### src/rtl/frc_dither_pkg.sv
package frc_dither_pkg;
   localparam int NIB_W = 4;   // bits per dithering nibble, one per column phase
   localparam int NUM_COMP = 3; // colour components per pixel
   typedef logic [NIB_W-1:0] nibble_t;

   // pick the bit for column phase pos: phase 0 reads the top bit
   function automatic logic nib_pick(input nibble_t nib, input logic [1:0] pos);
      logic r;
      unique case (pos)
         2'd0: r = nib[3];
         2'd1: r = nib[2];
         2'd2: r = nib[1];
         default: r = nib[0];
      endcase
      return r;
   endfunction
endpackage

### src/rtl/frc_pattern_bank.sv
module frc_pattern_bank
   import frc_dither_pkg::*;
#(
   parameter int NUM_REGS = 7,
   parameter int MAX_LEN = 7,
   parameter int SEL_W = 3,
   parameter int LEN_W = 3,
   localparam int PAT_W = MAX_LEN * NIB_W
) (
   input  logic                      clk,
   input  logic                      rst_n,
   input  logic                      sof,
   input  logic                      wr_en,
   input  logic [SEL_W-1:0]          wr_sel,
   input  logic [LEN_W-1:0]          wr_len,
   input  logic [PAT_W-1:0]          wr_pattern,
   output logic [NUM_REGS*NIB_W-1:0] cur_nibs
);
   // sequence length clamp: 0 becomes 1, overlong becomes MAX_LEN
   logic [LEN_W-1:0] wr_len_sat;
   always_comb begin
      if (wr_len == '0) wr_len_sat = LEN_W'(1);
      else if (wr_len > LEN_W'(MAX_LEN)) wr_len_sat = LEN_W'(MAX_LEN);
      else wr_len_sat = wr_len;
   end

   for (genvar r = 0; r < NUM_REGS; r++) begin : g_reg
      logic [PAT_W-1:0] pat_q, pend_pat_q, eff_pat;
      logic [LEN_W-1:0] len_q, pend_len_q, phase_q, phase_inc, eff_phase;
      logic             pend_q, hit;
      nibble_t          nib;

      assign hit = wr_en && (wr_sel == SEL_W'(r));

      always_comb begin
         phase_inc = LEN_W'(phase_q + LEN_W'(1));
         if (phase_inc >= len_q) phase_inc = '0;
      end

      // the frame starting this cycle already sees its own nibble
      always_comb begin
         eff_pat = pat_q;
         eff_phase = phase_q;
         if (sof) begin
            if (pend_q) begin
               eff_pat = pend_pat_q;
               eff_phase = '0;
            end else begin
               eff_phase = phase_inc;
            end
         end
      end

      always_comb begin
         nib = '0;
         for (int i = 0; i < MAX_LEN; i++) begin
            if (eff_phase == LEN_W'(i)) nib = eff_pat[i*NIB_W +: NIB_W];
         end
      end

      assign cur_nibs[r*NIB_W +: NIB_W] = nib;

      always_ff @(posedge clk) begin
         if (!rst_n) begin
            pat_q      <= '0;
            len_q      <= LEN_W'(1);
            phase_q    <= '0;
            pend_q     <= 1'b0;
            pend_pat_q <= '0;
            pend_len_q <= LEN_W'(1);
         end else begin
            if (sof) begin
               if (pend_q) begin
                  pat_q   <= pend_pat_q;
                  len_q   <= pend_len_q;
                  phase_q <= '0;
                  pend_q  <= 1'b0;
               end else begin
                  phase_q <= phase_inc;
               end
            end
            if (hit) begin
               pend_q     <= 1'b1;
               pend_pat_q <= wr_pattern;
               pend_len_q <= wr_len_sat;
            end
         end
      end
   end
endmodule

### src/rtl/frc_shade_lookup.sv
module frc_shade_lookup
   import frc_dither_pkg::*;
#(
   parameter int SHADE_W = 4,
   parameter int NUM_REGS = 7,
   localparam int MID = 2 ** (SHADE_W - 1),
   localparam int FULL = 2 ** SHADE_W - 1
) (
   input  logic [SHADE_W-1:0]        shade,
   input  logic [1:0]                pos,
   input  logic [NUM_REGS*NIB_W-1:0] nibs,
   output logic                      on_bit
);
   logic [SHADE_W-1:0] idx;
   logic               inv;
   nibble_t            nib;

   always_comb begin
      // upper half direct, lower half mirrored onto the same registers
      inv = (shade < SHADE_W'(MID));
      if (inv) idx = SHADE_W'(MID - 1) - shade;
      else idx = shade - SHADE_W'(MID);
      nib = '0;
      for (int r = 0; r < NUM_REGS; r++) begin
         if (idx == SHADE_W'(r)) nib = nibs[r*NIB_W +: NIB_W];
      end
      nib = nib ^ {NIB_W{inv}};
      if (shade == '0) on_bit = 1'b0;
      else if (shade == SHADE_W'(FULL)) on_bit = 1'b1;
      else on_bit = nib_pick(nib, pos);
   end
endmodule

### src/rtl/frc_bus_packer.sv
module frc_bus_packer #(
   parameter int BUS_W = 4,
   parameter int SEQ_W = 3,
   localparam int FILL_W = $clog2(BUS_W + 1)
) (
   input  logic             clk,
   input  logic             rst_n,
   input  logic             clr,
   input  logic             in_valid,
   input  logic             in_multi,
   input  logic [SEQ_W-1:0] in_seq,
   output logic [BUS_W-1:0] word,
   output logic             word_valid
);
   logic [BUS_W-1:0]  acc_q, acc_d, word_d;
   logic [FILL_W-1:0] fill_q, fill_d;
   logic              done;

   always_comb begin
      acc_d  = clr ? '0 : acc_q;
      fill_d = clr ? '0 : fill_q;
      done   = 1'b0;
      word_d = '0;
      if (in_valid) begin
         for (int k = 0; k < SEQ_W; k++) begin
            if (k == 0 || in_multi) begin
               for (int j = 0; j < BUS_W; j++) begin
                  if (fill_d == FILL_W'(j)) acc_d[BUS_W-1-j] = in_seq[SEQ_W-1-k];
               end
               fill_d = FILL_W'(fill_d + 1'b1);
               if (fill_d == FILL_W'(BUS_W)) begin
                  done   = 1'b1;
                  word_d = acc_d;
                  acc_d  = '0;
                  fill_d = '0;
               end
            end
         end
      end
   end

   always_ff @(posedge clk) begin
      if (!rst_n) begin
         acc_q      <= '0;
         fill_q     <= '0;
         word       <= '0;
         word_valid <= 1'b0;
      end else begin
         acc_q      <= acc_d;
         fill_q     <= fill_d;
         word       <= done ? word_d : '0;
         word_valid <= done;
      end
   end
endmodule

### src/rtl/frc_dither_engine.sv
module frc_dither_engine
   import frc_dither_pkg::*;
#(
   parameter int SHADE_W = 4,
   parameter int MAX_LEN = 7,
   parameter int BUS_W = 4,
   localparam int NUM_REGS = 2 ** (SHADE_W - 1) - 1,
   localparam int SEL_W = (NUM_REGS > 1) ? $clog2(NUM_REGS) : 1,
   localparam int LEN_W = $clog2(MAX_LEN + 1),
   localparam int PAT_W = MAX_LEN * NIB_W
) (
   input  logic                  clk,
   input  logic                  rst_n,
   input  logic                  color_mode,
   input  logic                  sof,
   input  logic                  sol,
   input  logic                  pix_valid,
   input  logic [1:0]            pix_x,
   input  logic [3*SHADE_W-1:0]  pix_shade,
   input  logic                  wr_en,
   input  logic [SEL_W-1:0]      wr_sel,
   input  logic [LEN_W-1:0]      wr_len,
   input  logic [PAT_W-1:0]      wr_pattern,
   output logic [BUS_W-1:0]      lcd_data,
   output logic                  lcd_valid
);
   // elaboration-time parameter checks
   if (!(BUS_W == 4 || BUS_W == 8)) begin : g_bad_bus
      $error("frc_dither_engine: BUS_W must be 4 or 8");
   end
   if (SHADE_W < 2) begin : g_bad_shade
      $error("frc_dither_engine: SHADE_W must be at least 2");
   end
   if (MAX_LEN < 1) begin : g_bad_len
      $error("frc_dither_engine: MAX_LEN must be at least 1");
   end

   logic [NUM_REGS*NIB_W-1:0] cur_nibs;
   logic [NUM_COMP-1:0]       comb_bit;
   logic [NUM_COMP-1:0]       comp_bit_q;
   logic                      comp_valid_q, multi_q, clr_q;
   logic [NUM_COMP-1:0]       seq;

   frc_pattern_bank #(
      .NUM_REGS(NUM_REGS), .MAX_LEN(MAX_LEN), .SEL_W(SEL_W), .LEN_W(LEN_W)
   ) u_bank (
      .clk(clk), .rst_n(rst_n), .sof(sof), .wr_en(wr_en), .wr_sel(wr_sel),
      .wr_len(wr_len), .wr_pattern(wr_pattern), .cur_nibs(cur_nibs)
   );

   // one lookup per component; index 2 is red, 0 is blue or mono
   for (genvar c = 0; c < NUM_COMP; c++) begin : g_comp
      frc_shade_lookup #(.SHADE_W(SHADE_W), .NUM_REGS(NUM_REGS)) u_lk (
         .shade(pix_shade[c*SHADE_W +: SHADE_W]), .pos(pix_x),
         .nibs(cur_nibs), .on_bit(comb_bit[c])
      );
   end

   always_ff @(posedge clk) begin
      if (!rst_n) begin
         comp_bit_q   <= '0;
         comp_valid_q <= 1'b0;
         multi_q      <= 1'b0;
         clr_q        <= 1'b0;
      end else begin
         comp_bit_q   <= comb_bit;
         comp_valid_q <= pix_valid;
         multi_q      <= color_mode;
         clr_q        <= sof | sol;
      end
   end

   // first bit into the packer sits in the top position of seq
   assign seq = multi_q ? comp_bit_q : {comp_bit_q[0], {(NUM_COMP-1){1'b0}}};

   frc_bus_packer #(.BUS_W(BUS_W), .SEQ_W(NUM_COMP)) u_pack (
      .clk(clk), .rst_n(rst_n), .clr(clr_q), .in_valid(comp_valid_q),
      .in_multi(multi_q), .in_seq(seq), .word(lcd_data), .word_valid(lcd_valid)
   );
endmodule

### config.mk
export PLATFORM = sky130hd
export DESIGN_NAME = frc_dither_engine
export DESIGN_NICKNAME = d
export VERILOG_FILES = /design/src/rtl/frc_dither_pkg.sv /design/src/rtl/frc_pattern_bank.sv /design/src/rtl/frc_shade_lookup.sv /design/src/rtl/frc_bus_packer.sv /design/src/rtl/frc_dither_engine.sv
export SDC_FILE = /design/constraint.sdc
export NUM_CORES = 1
export LEC_CHECK = 0
export ABC_AREA = 1
export BUFFER_PORTS_ARGS = -buffer_cell sky130_fd_sc_hd__buf_4
export CORE_ASPECT_RATIO = 1.4
export CORE_MARGIN = 2
export CORE_UTILIZATION = 41
export DETAILED_ROUTE_END_ITERATION = 10
export GPL_ROUTABILITY_DRIVEN = 0
export GPL_TIMING_DRIVEN = 0
export SETUP_SLACK_MARGIN = 0.15
export SLEW_MARGIN = 5
export SYNTH_ARGS = -nofsm -noshare
export SYNTH_HDL_FRONTEND = slang
export SYNTH_SLANG_ARGS = --single-unit
### constraint.sdc
create_clock -name clk -period 3.4 [get_ports clk]
set_clock_uncertainty 0.1 [all_clocks]
set_input_delay 1.02 -clock clk [delete_from_list [all_inputs] [get_ports clk]]
set_output_delay 1.02 -clock clk [all_outputs]
set_load 0.005 [all_outputs]
==> key figures <==
Run status
  • Status: finished with violations
  • Failing checks: negative setup slack

Global routing
  • Vias in the first global route: 20100
  • GRT Total Usage: 27.2%
  • First-pass GRT wire length: 114000 um
  • Largest net degree at the start of global routing: 15
  • Grt total ovfl: 0
  • Initial antenna violation count: 3

STA
  • Worst Max-Slew Pin Slew: 1260 ps
  • Post-route minimum period: 3460 ps
  • Final period utilization: 102%
  • Setup WS post-layout: -62.6 ps
  • FMAX: 289 MHz
  • Setup-failing EPs final: 3
  • Slew HR: 16.1%
  • Final-report max-slew violation count: 0
  • RSZ-0062 raised after global routing: yes
  • Final hold viol count: 0

Finish
  • Inserted Diodes: 0
  • Synth-to-layout area growth: 19.5%
  • Nets: 3308
  • Share of layout cells above drive strength 1: 15.5%
  • Non-filler cells, final: 3956
  • Area occupied by multi-input gates: 11600 sq um
  • Fill count: 5260
  • Design area: 26200 sq um
  • Register Area: 9620 sq um

Setup path
  • Critical path class: reg -> reg
  • RR Endpoint: comp_bit_q[1]
  • CP top delay family: simple AND/OR/NAND/NOR gates
  • Worst path bufs/invs: 2
  • Slowest cell on crit path: dfxtp_2
  • Worst Path Arrival: 3850 ps
  • Setup crit start kind: register
  • Crit path required time: 3780 ps
  • Worst Setup End Kind: register
  • Worst reg2reg setup slack: -60 ps
  • Crit-path max cell delay: 340 ps
  • Worst Reg2Reg Path Length in Cells: 26
  • Reg2reg start: u_bank.g_reg[2].phase_q[1]
  • Max FO, Critical Path: 6

Synth
  • Cells after synthesis: 3048
  • EDFF count, synth: 0
  • Net count after synthesis: 3154
  • Top FF cell, synth: dfxtp_1
  • Yosys reg bits: 480
  • Mean Syn Cell Area: 7.19 sq um
  • Register area share after synthesis: 43.9%
  • YS warnings: 0
  • Top cells by count, synth: 806 x nor2_1, 480 x dfxtp_1, 451 x nand2_1, 292 x o21ai_0, 215 x inv_1
  • Cell with the most instances after synthesis: nor2_1
  • Synth area leader: dfxtp_1
  • Yosys top cell area share: 43.9%
  • Cell Area, Synth: 21900 sq um
  • Async SR Flop Fraction: 0%
  • Count of cell types in the netlist: 50
  • Most area-consuming cells after synthesis: dfxtp_1 44%, nor2_1 14%, nand2_1 7.7%, o21ai_0 6.7%, mux2i_1 5.2%

Pwr
  • Maximum vdd drop: 0.400 mV
  • PwrDens: 478 nW/um^2
  • Pwr Total: 12.5 mW
  • P_leak: 12.7 nW

Detailed routing
  • WL/cell: 19.2 um
  • Vias: 20900
  • DR iter-0 viols: 1697
  • # DRC: 0
  • Final wirelength: 75800 um
  • Via density: 5.28
  • Drt pass-1 iters: 5
  • Final antenna-violating net count: 0

CTS
  • Max Root-Sink Buffers: 3
  • CTS HTree Levels: 2
  • TritonCTS clock tree: done
  • Clock latency on the worst-skew pair: 600 ps
  • Num CTS Buffers: 49
  • CTS clk-pin slew, worst paths: 60 ps
  • CTS root buf: clkbuf_16
  • CTS sink count: 480

Place
  • Placed cell areas: 23200 sq um
  • Dpl cells: 3818
  • Port Buffer Count: 56
  • DP Wirelength: 52400 um

Floorplan
  • Die X: 199 um
  • Die area: 55300 sq um
  • IO Pins: 60
  • Initial core utilization: 41.3%
  • Die H: 277 um
  • Core ar.: 53100 sq um
  • FP Rows: 100

Hold path
  • Worst hold endpoint: u_bank.g_reg[6].pend_len_q[0]
  • Hold Path Class: reg -> reg
  • Cell depth of the worst hold path: 2
  • Min-delay src: u_bank.g_reg[6].pend_len_q[0]

Job
  • Max cap viols: 0
[layer usage]
metal  vias up  GRT usage, %  wire length [um]
li1      10100             -                 -
met3       200          4.02              4510
met1      9867          32.9             30800
met5         -             0                14
met2       737          44.7             35000
met4         2          17.6              5400
[sequential cells by signal, indices dropped and copies added, names as in the netlist]
signal               flops
comp_bit_q               3
u_pack.word_valid        1
u_pack.word              4
u_bank.g.pend_q          7
u_bank.g.pend_pat_q    196
comp_valid_q             1
u_bank.g.len_q          21
u_bank.g.pat_q         196
clr_q                    1
u_pack.fill_q            3
u_bank.g.pend_len_q     21
u_pack.acc_q             4
u_bank.g.phase_q        21
multi_q                  1
[worst max path at each step]
stage | from | endpoint | slack (ps) | cells past startpoint
2_1_floorplan | sof | comp_bit_q[1] | 200 | 15
3_3_place_gp | sof | comp_bit_q[2] | -1130 | 18
3_5_place_dp | sof | comp_bit_q[1] | -1170 | 19
4_1_cts | u_bank.g_reg[2].phase_q[1] | comp_bit_q[1] | 6 | 27
5_1_grt | u_bank.g_reg[0].phase_q[0] | comp_bit_q[0] | -250 | 32
6_report | u_bank.g_reg[2].phase_q[1] | comp_bit_q[1] | -60 | 26
[per-stage QoR]
stage	setup WS, ps	utilization [%]	hold slack, ps	TNS [ps]
floorplan	197	-	325	0
global route	-249	49.3	378	-659
detailed placement	-1170	43.8	344	-68090
finish	-62.6	49.3	362	-145
CTS	6.24	48.6	361	0
global placement	-1130	43.8	341	-63810
[cell families (layout without fill, tap and decap cells)]
group / Yosys count / count (layout) / synth area share (%)
compound gates: 430 / 430 / 10.5
simple gates: 1596 / 1597 / 30.6
buf+inv: 370 / 563 / 6.58
flops: 480 / 480 / 43.9
xor+xnor: 8 / 8 / 0.320
fa+ha+maj: 51 / 51 / 2.91
mux: 113 / 113 / 5.16
[power breakdown]
group / switching, mW / total (mW) / internal, mW
logic: 0.728 / 1.02 / 0.287
clock network: 2.34 / 5.68 / 3.35
registers: 0.0590 / 5.81 / 5.75
[worst min-delay path: cells and delay by family (launching register included)]
kind / cells / cell delay, ps
flip-flops: 1 / 330
AND/OR/NAND/NOR: 2 / 100
[placed cells by master, fill, tap and decap left out, types with 8 or more instances in the layout]
cell / instances
clkbuf_16: 50
ha_1: 42
nor3_4: 9
buf_6: 10
nor2_4: 18
nand2_4: 13
nand2_1: 401
nor2_2: 31
nand3b_1: 15
clkbuf_1: 103
dfxtp_1: 474
nand2_2: 50
inv_2: 19
buf_1: 9
nand3_1: 142
clkbuf_8: 12
nor3_1: 8
or2_2: 78
o21a_1: 23
buf_2: 14
nand3_2: 12
o21ai_1: 12
a21oi_2: 11
nand4_1: 32
inv_1: 208
mux2i_1: 113
clkinv_2: 11
buf_4: 97
o21ai_0: 289
nor2_1: 767
a21oi_1: 62
[layout make-up]
| type | instances | area share, % |
|---|---|---|
| Multi-Input combinational cell | 2199 | 44.4 |
| Sequential cell | 480 | 36.8 |
| Clock buffer | 68 | 5.50 |
| Tap cell | 714 | 3.41 |
| Inverter | 233 | 3.41 |
| Timing Repair Buffer | 102 | 3.17 |
| Buffer | 137 | 2.32 |
| Clock inverter | 23 | 1.03 |
[repair_timing]
action,4_1_cts,5_1_grt
setup endpoints to repair,58,8
gates cloned,2,0
buffers inserted,30,15
hold buffers,0,0
pin swaps,72,64
resized for setup,161,69
Power figures use the tool's default switching activity.
